[src/rtl/dma_pass_pkg.sv]
package dma_pass_pkg;

    typedef enum logic [1:0] {
        ENC_IDLE = 2'd0,
        ENC_SLOT = 2'd1,
        ENC_GAP  = 2'd2
    } enc_state_t;

    typedef enum logic {
        DEC_IDLE = 1'b0,
        DEC_BITS = 1'b1
    } dec_state_t;

endpackage

[src/rtl/dma_req_encoder.sv]
module dma_req_encoder
    import dma_pass_pkg::*;
#(
    parameter int NUM_CH = 8
) (
    input  logic              clk,
    input  logic              rst_n,
    input  logic [NUM_CH-1:0] chan_req,
    output logic              req_n
);
    localparam int IDX_W = (NUM_CH > 1) ? $clog2(NUM_CH) : 1;
    localparam logic [IDX_W-1:0] LAST_IDX = IDX_W'(NUM_CH - 1);

    enc_state_t        state, state_nx;
    logic [NUM_CH-1:0] snap, snap_nx;
    logic [IDX_W-1:0]  idx, idx_nx;
    logic              req_n_nx;
    logic              launch;

    assign launch = (state == ENC_IDLE) && (chan_req != snap);

    // next-state process
    always_comb begin
        state_nx = state;
        idx_nx   = idx;
        snap_nx  = snap;
        unique case (state)
            ENC_IDLE: begin
                if (launch) begin
                    snap_nx  = chan_req;
                    idx_nx   = '0;
                    state_nx = ENC_SLOT;
                end
            end
            ENC_SLOT: begin
                idx_nx = idx + 1'b1;
                if (idx == LAST_IDX) begin
                    state_nx = ENC_GAP;
                end
            end
            ENC_GAP: begin
                state_nx = ENC_IDLE;
            end
            default: begin
                state_nx = ENC_IDLE;
            end
        endcase
    end

    // output process
    always_comb begin
        req_n_nx = 1'b1;
        unique case (state)
            ENC_IDLE: req_n_nx = launch ? 1'b0 : 1'b1;
            ENC_SLOT: req_n_nx = snap[idx];
            ENC_GAP:  req_n_nx = 1'b1;
            default:  req_n_nx = 1'b1;
        endcase
    end

    // state register
    always_ff @(posedge clk) begin
        if (!rst_n) begin
            state <= ENC_IDLE;
            idx   <= '0;
            snap  <= '0;
            req_n <= 1'b1;
        end else begin
            state <= state_nx;
            idx   <= idx_nx;
            snap  <= snap_nx;
            req_n <= req_n_nx;
        end
    end

    // the captured vector cannot move while a frame is in flight
    a_r4_snap_frozen: assert property (@(posedge clk) disable iff (!rst_n)
        (state != ENC_IDLE) |=> $stable(snap));

    // the clock after the gap state always shows the line high
    a_r3_gap_high: assert property (@(posedge clk) disable iff (!rst_n)
        (state == ENC_GAP) |=> req_n);

    // a slot run always ends in the gap state, never straight in idle
    a_r1_slot_to_gap: assert property (@(posedge clk) disable iff (!rst_n)
        (state == ENC_SLOT && idx == LAST_IDX) |=> (state == ENC_GAP));

endmodule

[src/rtl/dma_grant_decoder.sv]
module dma_grant_decoder
    import dma_pass_pkg::*;
#(
    parameter int NUM_CH = 8
) (
    input  logic                                      clk,
    input  logic                                      rst_n,
    input  logic                                      grant_n,
    input  logic [NUM_CH-1:0]                         chan_req,
    output logic                                      grant_valid,
    output logic [((NUM_CH > 1) ? $clog2(NUM_CH) : 1)-1:0] grant_chan,
    output logic                                      grant_err
);
    localparam int CH_W = (NUM_CH > 1) ? $clog2(NUM_CH) : 1;
    localparam int CNT_W = (CH_W > 1) ? $clog2(CH_W) : 1;
    localparam logic [CNT_W-1:0] LAST_BIT = CNT_W'(CH_W - 1);

    dec_state_t      state, state_nx;
    logic [CNT_W-1:0] cnt, cnt_nx;
    logic [CH_W-1:0]  acc, acc_nx;
    logic             valid_nx;
    logic [CH_W-1:0]  chan_nx;
    logic             err_nx;

    // next-state process
    always_comb begin
        state_nx = state;
        cnt_nx   = cnt;
        acc_nx   = acc;
        unique case (state)
            DEC_IDLE: begin
                if (!grant_n) begin
                    state_nx = DEC_BITS;
                    cnt_nx   = '0;
                    acc_nx   = '0;
                end
            end
            DEC_BITS: begin
                acc_nx = acc | (CH_W'(grant_n) << cnt);
                cnt_nx = cnt + 1'b1;
                if (cnt == LAST_BIT) begin
                    state_nx = DEC_IDLE;
                end
            end
            default: state_nx = DEC_IDLE;
        endcase
    end

    // output process
    always_comb begin
        valid_nx = 1'b0;
        chan_nx  = grant_chan;
        err_nx   = grant_err;
        unique case (state)
            DEC_IDLE: ;
            DEC_BITS: begin
                if (cnt == LAST_BIT) begin
                    valid_nx = 1'b1;
                    chan_nx  = acc_nx;
                    err_nx   = ~chan_req[acc_nx];
                end
            end
            default: ;
        endcase
    end

    // state register
    always_ff @(posedge clk) begin
        if (!rst_n) begin
            state       <= DEC_IDLE;
            cnt         <= '0;
            acc         <= '0;
            grant_valid <= 1'b0;
            grant_chan  <= '0;
            grant_err   <= 1'b0;
        end else begin
            state       <= state_nx;
            cnt         <= cnt_nx;
            acc         <= acc_nx;
            grant_valid <= valid_nx;
            grant_chan  <= chan_nx;
            grant_err   <= err_nx;
        end
    end

    // the strobe lasts a single clock
    a_r6_single_pulse: assert property (@(posedge clk) disable iff (!rst_n)
        grant_valid |=> !grant_valid);

    // a strobe only follows a clock spent collecting bits
    a_r6_from_bits: assert property (@(posedge clk) disable iff (!rst_n)
        $rose(grant_valid) |-> ($past(state) == DEC_BITS));

    // flag agrees with the request vector seen with the final bit
    a_r8_err_match: assert property (@(posedge clk) disable iff (!rst_n)
        $rose(grant_valid) |->
            (grant_err == (((($past(chan_req)) >> grant_chan) & NUM_CH'(1)) == '0)));

endmodule

[src/rtl/dma_chan_passer.sv]
module dma_chan_passer #(
    parameter int NUM_CH = 8,
    parameter int CH_W   = (NUM_CH > 1) ? $clog2(NUM_CH) : 1
) (
    input  logic              clk,
    input  logic              rst_n,
    input  logic [NUM_CH-1:0] chan_req,
    input  logic              grant_n,
    output logic              req_n,
    output logic              grant_valid,
    output logic [CH_W-1:0]   grant_chan,
    output logic              grant_err
);

    dma_req_encoder #(
        .NUM_CH (NUM_CH)
    ) u_enc (
        .clk      (clk),
        .rst_n    (rst_n),
        .chan_req (chan_req),
        .req_n    (req_n)
    );

    dma_grant_decoder #(
        .NUM_CH (NUM_CH)
    ) u_dec (
        .clk         (clk),
        .rst_n       (rst_n),
        .grant_n     (grant_n),
        .chan_req    (chan_req),
        .grant_valid (grant_valid),
        .grant_chan  (grant_chan),
        .grant_err   (grant_err)
    );

    // reset leaves both lines quiet
    a_r7_reset_quiet: assert property (@(posedge clk)
        $past(!rst_n) |-> (req_n && !grant_valid));

endmodule

[config.mk]
export PLATFORM = sky130hd
export DESIGN_NAME = dma_chan_passer
export DESIGN_NICKNAME = d
export VERILOG_FILES = /design/src/rtl/dma_pass_pkg.sv /design/src/rtl/dma_req_encoder.sv /design/src/rtl/dma_grant_decoder.sv /design/src/rtl/dma_chan_passer.sv
export SDC_FILE = /design/constraint.sdc
export NUM_CORES = 1
export LEC_CHECK = 0
export BUFFER_PORTS_ARGS = -buffer_cell sky130_fd_sc_hd__buf_2
export CAP_MARGIN = 10
export CORE_MARGIN = 2
export CORE_UTILIZATION = 53
export CTS_BUF_LIST = sky130_fd_sc_hd__clkbuf_2 sky130_fd_sc_hd__clkbuf_4 sky130_fd_sc_hd__clkbuf_8
export DETAILED_ROUTE_END_ITERATION = 8
export GPL_TIMING_DRIVEN = 0
export PLACE_DENSITY = 0.77
export SYNTH_ARGS = -nofsm -noshare
export SYNTH_HDL_FRONTEND = slang
export SYNTH_SLANG_ARGS = --single-unit
export TNS_END_PERCENT = 30
[constraint.sdc]
create_clock -name clk -period 1.37 [get_ports clk]
set_input_delay 0.274 -clock clk [delete_from_list [all_inputs] [get_ports clk]]
set_output_delay 0.274 -clock clk [all_outputs]
set_load 0.03 [all_outputs]
# Word-level counts from Yosys, hierarchy flattened
# Cells that the tools add are included.
# W data, S select, Z words.
[classes] div_mod_pow=0 addsub=2 n_lt_le_gt_ge=2 bitwise=3 mux=19 mul=0 n_eq_ne=7 reduce_logical=8 shift=1
[ops] op="$pmux W3 S2" n=2
[ops] op="$reduce_and A2 Y1" n=5
[ops] op="$lt A3 B4 Y1 const B" n=2
[ops] op="$ne A8 B8 Y1" n=1
[ops] op="$pmux W2 S2" n=2
[ops] op="$bmux W1 S3" n=2
[ops] op="$mux W1" n=6
[ops] op="$mux W2" n=3
[ops] op="$mux W3" n=2
[ops] op="$ne A2 B1 Y1 const B" n=2
[ops] op="$pmux W1 S2" n=2
[ops] op="$add A3 B1 Y3 const B" n=1
[ops] op="$eq A3 B3 Y1 const B" n=1
[ops] op="$or A3 B3 Y3" n=1
[ops] op="$shl A1 B2 Y3" n=1
[ops] op="$add A2 B1 Y2 const B" n=1
[ops] op="$eq A2 B1 Y1 const B" n=1
[ops] op="$eq A2 B2 Y1 const B" n=1
[ops] op="$logic_not A2 Y1" n=1
[ops] op="$ne A2 B2 Y1 const B" n=1
[ops] op="$not A1 Y1" n=2
[ops] op="$reduce_bool A2 Y1" n=1
[ops] op="$logic_and A1 B1 Y1" n=1
[totals] latch_bits=0 wordCells=52 out_inout_bits=6 mem_count=0 regBits=25 mem_bits_ro=0 mem_bits_rw=0

# Logic depth before layout (Yosys ltp)
# Gate-level depths: netlist of the first run.
[depth] depth_word=6 ltp_mapped=6

# By module
# Synthesis of the first run repeated with hierarchy kept, for this count alone.
[hier_totals] cells_unflattened=131 area_unflattened_um2=1272.5
[modules_own_cells] mod="dma_req_encoder" seq_area_each_um2=280.3 area_each_um2=725.7 cells_each=75 instances=1
[modules_own_cells] mod="dma_grant_decoder" seq_area_each_um2=220.2 area_each_um2=546.8 cells_each=56 instances=1

# Worst setup path after synthesis of the first run
# OpenSTA, ideal clock, no wires.
[synth_timing] path_kind="register to register" startpoint="register u_enc.idx[0]" endpoint="register u_enc.req_n" slack_ps=-69 t_arrival_ps=1314 stages_incl_launch_ff=5 t_required_ps=1246 setup_time_ps=124 cell_sequence="dfxtp_1 -> mux4_2 -> mux2_2 -> o21ai_1 -> nand2_1"
[synth_via] elab_chain_cells=3
[synth_lines] item="from (decl)" line="dma_req_encoder.sv:16" source="logic [IDX_W-1:0] idx, idx_nx;"
[synth_lines] item="from (signal assigned)" line="dma_req_encoder.sv:70" source="idx <= idx_nx;"
[synth_lines] item="$bmux W1 S3" line="dma_req_encoder.sv:55" source="ENC_SLOT: req_n_nx = snap[idx];"
[synth_lines] item="$mux W1 (not written as such)" line="dma_req_encoder.sv:55"
[synth_lines] item="$pmux W1 S2" line="dma_req_encoder.sv:53" source="unique case (state)"
[synth_lines] item="to (signal assigned)" line="dma_req_encoder.sv:72" source="req_n <= req_n_nx;"
[synth_lines] item="to (decl)" line="dma_req_encoder.sv:9" source="output logic req_n"
# Every way passes these cells. The select of a mux whose other input is x is not followed.
# A chain may end at the register's enable or synchronous reset.

# Worst setup path in the final report of the first run
# Ends and elaborated chain as after synthesis.

==> flow_summary_export.csv, run 1 <==
group,metric,value,unit
critical_path,worstPathRequired,1.59,ns
logic_synthesis,synth-seq-cells,25,
logic_synthesis,netlist_area,0.001241,mm^2
routing,vias,985,
layout,fillCellCount,180,
clocking,clk_latency,0.32,ns
critical_path,worstSetupPathType,"reg2reg",
timing,clock.fmax,680.8,MHz
routing,wl,2516,um
clocking,clkSinkCount,25,
clocking,cts_buffers,3,
placement,dp_slack,-0.2000,ns
die,ios,17,
critical_path,critPathSlowestCell,"mux4_2",
power_and_ir_drop,power_frac_seq,0.565,
critical_path,cp-end-kind,"flop",
critical_path,critical_path.startpoint_type,"flop",
timing,period_needed,1.469,ns
critical_path,critPathMaxStageDelay,0.50,ns
timing,holdWs,0.2300,ns
timing,drv_slew,0,
clocking,cts_root_buffer,"clkbuf_4",
routing,wire_per_inst,13.90,um
logic_synthesis,netlist_instances,125,
die,row_count,17,
clocking,cts_tree,"yes",
clocking,htree_levels,1,
critical_path,r2r_cells,4,
grt,grt_max_degree,16,
routing,drc,0,
power_and_ir_drop,swShare,0.2749,
timing,finClkSkew,0.01385,ns
timing,period_share,1.072,
die,die_y,52.39,um
critical_path,crit_chain,"mux4_2, mux2_2, o21ai_2, nand2_1",
run,maxCapViolations,0,
routing,antenna_left,0,
clocking,cts.reportedPaths.clkPinSlew,0.15,ns
die,dieArea,0.002745,mm^2
routing,drt_iter0_drc,6,
timing,tightest_slew,0.4093,ns
grt,grt_use_total,0.2036,
placement,place_hpwl,1790,um
logic_synthesis,yosys_warnings,0,
power_and_ir_drop,vdd_drop_max,0.6967,mV
layout,drive_gt1_frac,0.3529,
layout,fin_util,0.6827,
critical_path,worstReg2RegStart,"u_enc.idx[0]",
power_and_ir_drop,p_leak,0.0006327,uW
grt,grt_pass1_vias,987,
layout,insertedDiodeCount,0,
timing,hold_viol,0,
power_and_ir_drop,comb_power_share,0.195,
power_and_ir_drop,p_int,1019,uW
hold_path,hold_end,"u_enc.idx[1]",
critical_path,rr_endpoint,"u_enc.req_n",
timing,finalSetupViolations,11,
hold_path,hold_path.startpoint,"rst_n",
hold_path,hold_path.class,"in2reg",
layout,nets,168,
layout,areaGrowthSynthToFinish,21.67,%
layout,final_common_cell,"buf_2",
critical_path,critPathArrivalTime,1.69,ns
clocking,cts_buffer_depth,2,
placement,globalplace.congestion,0.7919,
logic_synthesis,synth_area_per_cell,9.930,um^2
grt,grt.overflow.total,0,
routing,via_per_inst,5.442,
status,violations,"setup timing",
logic_synthesis,ys_seq_area_frac,0.4032,
critical_path,crit_fanout,3,
timing,slew_headroom,0.7271,
power_and_ir_drop,clock_power_share,0.240,
die,die_w,52.39,um
die,core-area,0.002212,mm^2
critical_path,timing.critical_path.buf_inv,0,
critical_path,r2r_slack,-0.1,ns
grt,grt_pass1_wl,4181,um
power_and_ir_drop,p_per_area,930.2,mW/mm^2
timing,rsz0062_at_grt,"true",
logic_synthesis,synth_cell_types,36,
timing,fin_ws,-0.09893,ns
layout,final_cell_mix,"buf_2 (16), dfxtp_1 (15), nor2b_1 (12)",
power_and_ir_drop,power_switching,386.2,uW
hold_path,whs_path_depth,2,
routing,first_pass_iters,4,
grt,antenna_found_initial,0,
die,start_util,0.5611,
placement,port_buffers,16,
status,outcome,"finished, violations left",
logic_synthesis,mappedNetlistNets,139,
critical_path,crit_family,"multiplexers",
[what timing repair did]
| action | CTS | global route |
|---|---|---|
| cloned | 0 | 1 |
| hold buffers | 0 | 0 |
| setup buffers | 6 | 1 |
| hold endpoints to repair | 0 | 0 |
| endpoints found under the setup margin | 11 | 15 |
| pin swaps | 3 | 6 |
| resized for setup | 8 | 15 |
[registers in the layout (all words and copies together) (netlist names)]
| name | count |
|---|---|
| u_dec.grant_err | 1 |
| u_enc.idx | 3 |
| u_enc.snap | 8 |
| u_dec.state | 1 |
| u_enc.req_n | 1 |
| u_dec.cnt | 2 |
| u_dec.acc | 3 |
| u_enc.state | 2 |
| u_dec.grant_chan | 3 |
| u_dec.grant_valid | 1 |
[cell type report]
class,count,area (um^2),share of cell area
Multi-Input combinational cell,92,730.7,0.4838
Sequential cell,25,525.5,0.3480
Timing Repair Buffer,24,140.1,0.09279
Tap cell,28,35.03,0.02320
Buffer,4,33.78,0.02237
Clock buffer,3,22.52,0.01491
Inverter,4,15.01,0.009942
Clock inverter,1,7.507,0.004971
[cell families (layout without fill, tap and decap cells)]
kind of cell | after synthesis | after routing | synth area share
muxes | 13 | 13 | 0.1260
and+or+nand+nor | 48 | 48 | 0.2349
adders and majority gates | 3 | 3 | 0.03025
AOI/OAI and AO/OA | 20 | 20 | 0.1159
DFF | 25 | 25 | 0.4032
buffers and inverters | 8 | 36 | 0.03327
xor gates and xnor gates | 8 | 8 | 0.05645
[layer usage]
layer / routed length (um) / vias up / GRT usage
met5: 0 / - / 0
met3: 78 / 2 / 0.02857
li1: - / 495 / -
met2: 1268 / 15 / 0.3771
met4: 12 / 0 / 0.04274
met1: 1155 / 473 / 0.2473
[power by group through the flow]
| stage | sequential [uW] | combinational [uW] | clock (uW) |
|---|---|---|---|
| final | 793 | 274 | 338 |
| after global routing | 799 | 298 | 374 |
| after CTS | 791 | 254 | 345 |
| after detailed placement | 809 | 231 | 0 |
| after global placement | 808 | 225 | 0 |
| after floorplan | 810 | 162 | 0 |
[metrics by stage]
stage / cell area, um^2 / TNS [ns] / total power, uW / std cells
6_report: 1510 / -0.4467 / 1405 / 181
5_1_grt: 1510 / -2.030 / 1471 / 181
4_1_cts: 1451 / -0.2184 / 1390 / 179
3_5_place_dp: 1361 / -1.799 / 1040 / 169
3_3_place_gp: 1361 / -1.688 / 1033 / 169
2_1_floorplan: 1246 / -0.008127 / 971.5 / 125
[synthesized netlist by cell type (all sizes together)]
| master | count | area, um^2 |
|---|---|---|
| a2111o | 2 | 22.52 |
| a21boi | 4 | 30.02 |
| a21oi | 1 | 5.000 |
| and2 | 7 | 46.30 |
| and2b | 1 | 8.760 |
| and3 | 3 | 20.02 |
| buf | 2 | 18.77 |
| clkbuf | 2 | 7.510 |
| dfxtp | 25 | 500.5 |
| ha | 3 | 37.54 |
| inv | 4 | 15.01 |
| mux2 | 1 | 11.26 |
| mux2i | 10 | 100.1 |
| mux4 | 2 | 45.04 |
| nand2 | 10 | 37.54 |
| nand2b | 1 | 6.260 |
| nand3 | 4 | 20.02 |
| nand4 | 3 | 18.77 |
| nand4b | 1 | 8.760 |
| nand4bb | 1 | 27.53 |
| nor2 | 4 | 15.01 |
| nor2b | 12 | 75.07 |
| nor3b | 1 | 7.510 |
| o2111ai | 2 | 17.52 |
| o21a | 1 | 7.510 |
| o21ai | 8 | 43.79 |
| o2bb2ai | 1 | 8.760 |
| o31a | 1 | 8.760 |
| xnor2 | 8 | 70.07 |
[worst max-delay path by stage]
stage / to / cells after the start / from / slack [ns]
6_report: u_enc.req_n / 4 / u_enc.idx[0] / -0.1
5_1_grt: u_dec.grant_err / 6 / u_dec.state / -0.19
4_1_cts: u_dec.grant_err / 6 / u_dec.state / -0.12
3_5_place_dp: u_enc.snap[3] / 7 / chan_req[3] / -0.20
3_3_place_gp: u_enc.snap[7] / 7 / chan_req[5] / -0.19
2_1_floorplan: u_dec.grant_err / 5 / u_dec.cnt[0] / -0.008
Power figures use the tool's default switching activity.
==> run 2: changes to the inputs <==
--- a/config.mk
+++ b/config.mk
@@ -8,11 +8,10 @@
 export BUFFER_PORTS_ARGS = -buffer_cell sky130_fd_sc_hd__buf_2
 export CAP_MARGIN = 10
 export CORE_MARGIN = 2
-export CORE_UTILIZATION = 53
-export CTS_BUF_LIST = sky130_fd_sc_hd__clkbuf_2 sky130_fd_sc_hd__clkbuf_4 sky130_fd_sc_hd__clkbuf_8
+export CORE_UTILIZATION = 50
 export DETAILED_ROUTE_END_ITERATION = 8
 export GPL_TIMING_DRIVEN = 0
-export PLACE_DENSITY = 0.77
+export PLACE_DENSITY = 0.74
 export SYNTH_ARGS = -nofsm -noshare
 export SYNTH_HDL_FRONTEND = slang
 export SYNTH_SLANG_ARGS = --single-unit
==> flow_summary_export.csv, run 2 (synthesized netlist as in run 1, its figures left out) <==
group,metric,value,unit
status,outcome,"finished, violations left",
status,violations,"setup timing",
grt,grt_pass1_wl,4105,um
critical_path,crit_chain,"buf_6, nand2_2, o31a_1, a2111o_1, nand4_1, o2bb2ai_1",
power_and_ir_drop,vdd_drop_max,0.6824,mV
clocking,cts_tree,"yes",
run,maxCapViolations,0,
routing,wire_per_inst,13.27,um
critical_path,r2r_cells,6,
timing,rsz0062_at_grt,"true",
routing,drt_iter0_drc,6,
timing,finalSetupViolations,3,
layout,final_cell_mix,"buf_2 (16), dfxtp_1 (13), nor2b_1 (12)",
layout,areaGrowthSynthToFinish,24.60,%
grt,grt_use_total,0.2004,
placement,dp_slack,-0.2396,ns
die,die_w,53.83,um
critical_path,critPathMaxStageDelay,0.40,ns
hold_path,whs_path_depth,2,
layout,post-route-cell-area,0.001546,mm^2
grt,antenna_found_initial,0,
die,ios,17,
clocking,clk_latency,0.33,ns
timing,clock.fmax,680.6,MHz
critical_path,critPathSlowestCell,"dfxtp_4",
placement,place_area,0.001364,mm^2
clocking,cts_root_buffer,"clkbuf_4",
critical_path,cp-end-kind,"flop",
placement,port_buffers,16,
clocking,clkSinkCount,25,
grt,grt_pass1_vias,965,
layout,nets,172,
timing,period_needed,1.469,ns
placement,globalplace.congestion,0.7792,
layout,drive_gt1_frac,0.3949,
layout,largest_reg_flops,8,
routing,first_pass_iters,4,
routing,drc,0,
critical_path,critPathArrivalTime,1.74,ns
grt,grt.overflow.total,0,
clocking,cts_buffers,3,
clocking,htree_levels,1,
die,dieArea,0.002897,mm^2
timing,finClkSkew,0.007237,ns
timing,tightest_slew,0.3778,ns
timing,slew_headroom,0.7481,
timing,hold_viol,0,
placement,place_hpwl,1769,um
die,core-area,0.002410,mm^2
clocking,cts.reportedPaths.clkPinSlew,0.14,ns
timing,drv_slew,0,
die,die_y,53.83,um
routing,antenna_left,0,
power_and_ir_drop,p_leak,0.0006605,uW
critical_path,critical_path.startpoint_type,"flop",
timing,fin_ws,-0.09938,ns
layout,insertedDiodeCount,0,
timing,holdWs,0.2338,ns
die,row_count,18,
critical_path,worstSetupPathType,"reg2reg",
clocking,cts_buffer_depth,2,
critical_path,crit_fanout,6,
layout,largest_register,"u_enc.snap",
power_and_ir_drop,p_per_area,917.5,mW/mm^2
critical_path,worstPathRequired,1.64,ns
routing,via_per_inst,5.209,
clocking,cts_hold_buf,0,
timing,period_share,1.073,
routing,vias,974,
routing,wl,2481,um
hold_path,hold_path.class,"in2reg",
grt,grt_max_degree,15,
die,start_util,0.5151,
layout,final_common_cell,"buf_2",
layout,fin_util,0.6417,
-- run 2: worst paths after layout --
check | start | to | slack, ns
worst max-delay path | u_dec.state | u_dec.grant_err | -0.1
worst min-delay path | rst_n | u_enc.idx[1] | 0.23
worst max register to register | u_dec.state | u_dec.grant_err | -0.1
worst min register to register | u_dec.grant_err | u_dec.grant_err | 0.46
-- run 2: power by group --
part	switching [uW]	total (uW)	internal, uW
combinational	130	287	157
clock	224	334	110
sequential	32.4	798	766
total	387	1420	1030
-- run 2: timing repair --
action | 4_1_cts | 5_1_grt
setup buffers | 10 | 1
gates cloned | 0 | 1
gates resized for setup | 9 | 15
pin swaps | 5 | 7
setup endpoints to repair | 11 | 15
endpoints found under the hold margin | 0 | 0
-- run 2: layer usage --
metal	up-vias	wire, um	GRT usage
met5	-	0	0
met4	0	34	0.08974
met3	4	69	0.02500
met2	14	1305	0.3821
met1	452	1072	0.2163
li1	504	-	-
-- run 2: stage by stage --
step	TNS, ns	power, uW	instances
after CTS	-0.1705	1404	185
after global routing	-1.227	1490	187
after floorplan	-0.008127	971.5	125
after global placement	-1.685	1033	171
after detailed placement	-1.972	1038	171
final	-0.1757	1419	187
-- run 2: critical path, delay by kind of cell, from the launching register on --
family	cells	cell delay (ns)
simple gates	2	0.16
flops	1	0.40
compound gates	3	0.74
buf+inv	1	0.12
-- run 2: layout make-up --
| type | count | area, um^2 |
|---|---|---|
| buffer | 4 | 30.03 |
| clock buffer | 3 | 22.52 |
| clock inverter | 1 | 5.005 |
| fill | 204 | 863.3 |
| inverter | 4 | 15.01 |
| multi-input combinational | 92 | 742.0 |
| sequential | 25 | 520.5 |
| tap | 30 | 37.54 |
| timing repair buffer | 28 | 173.9 |
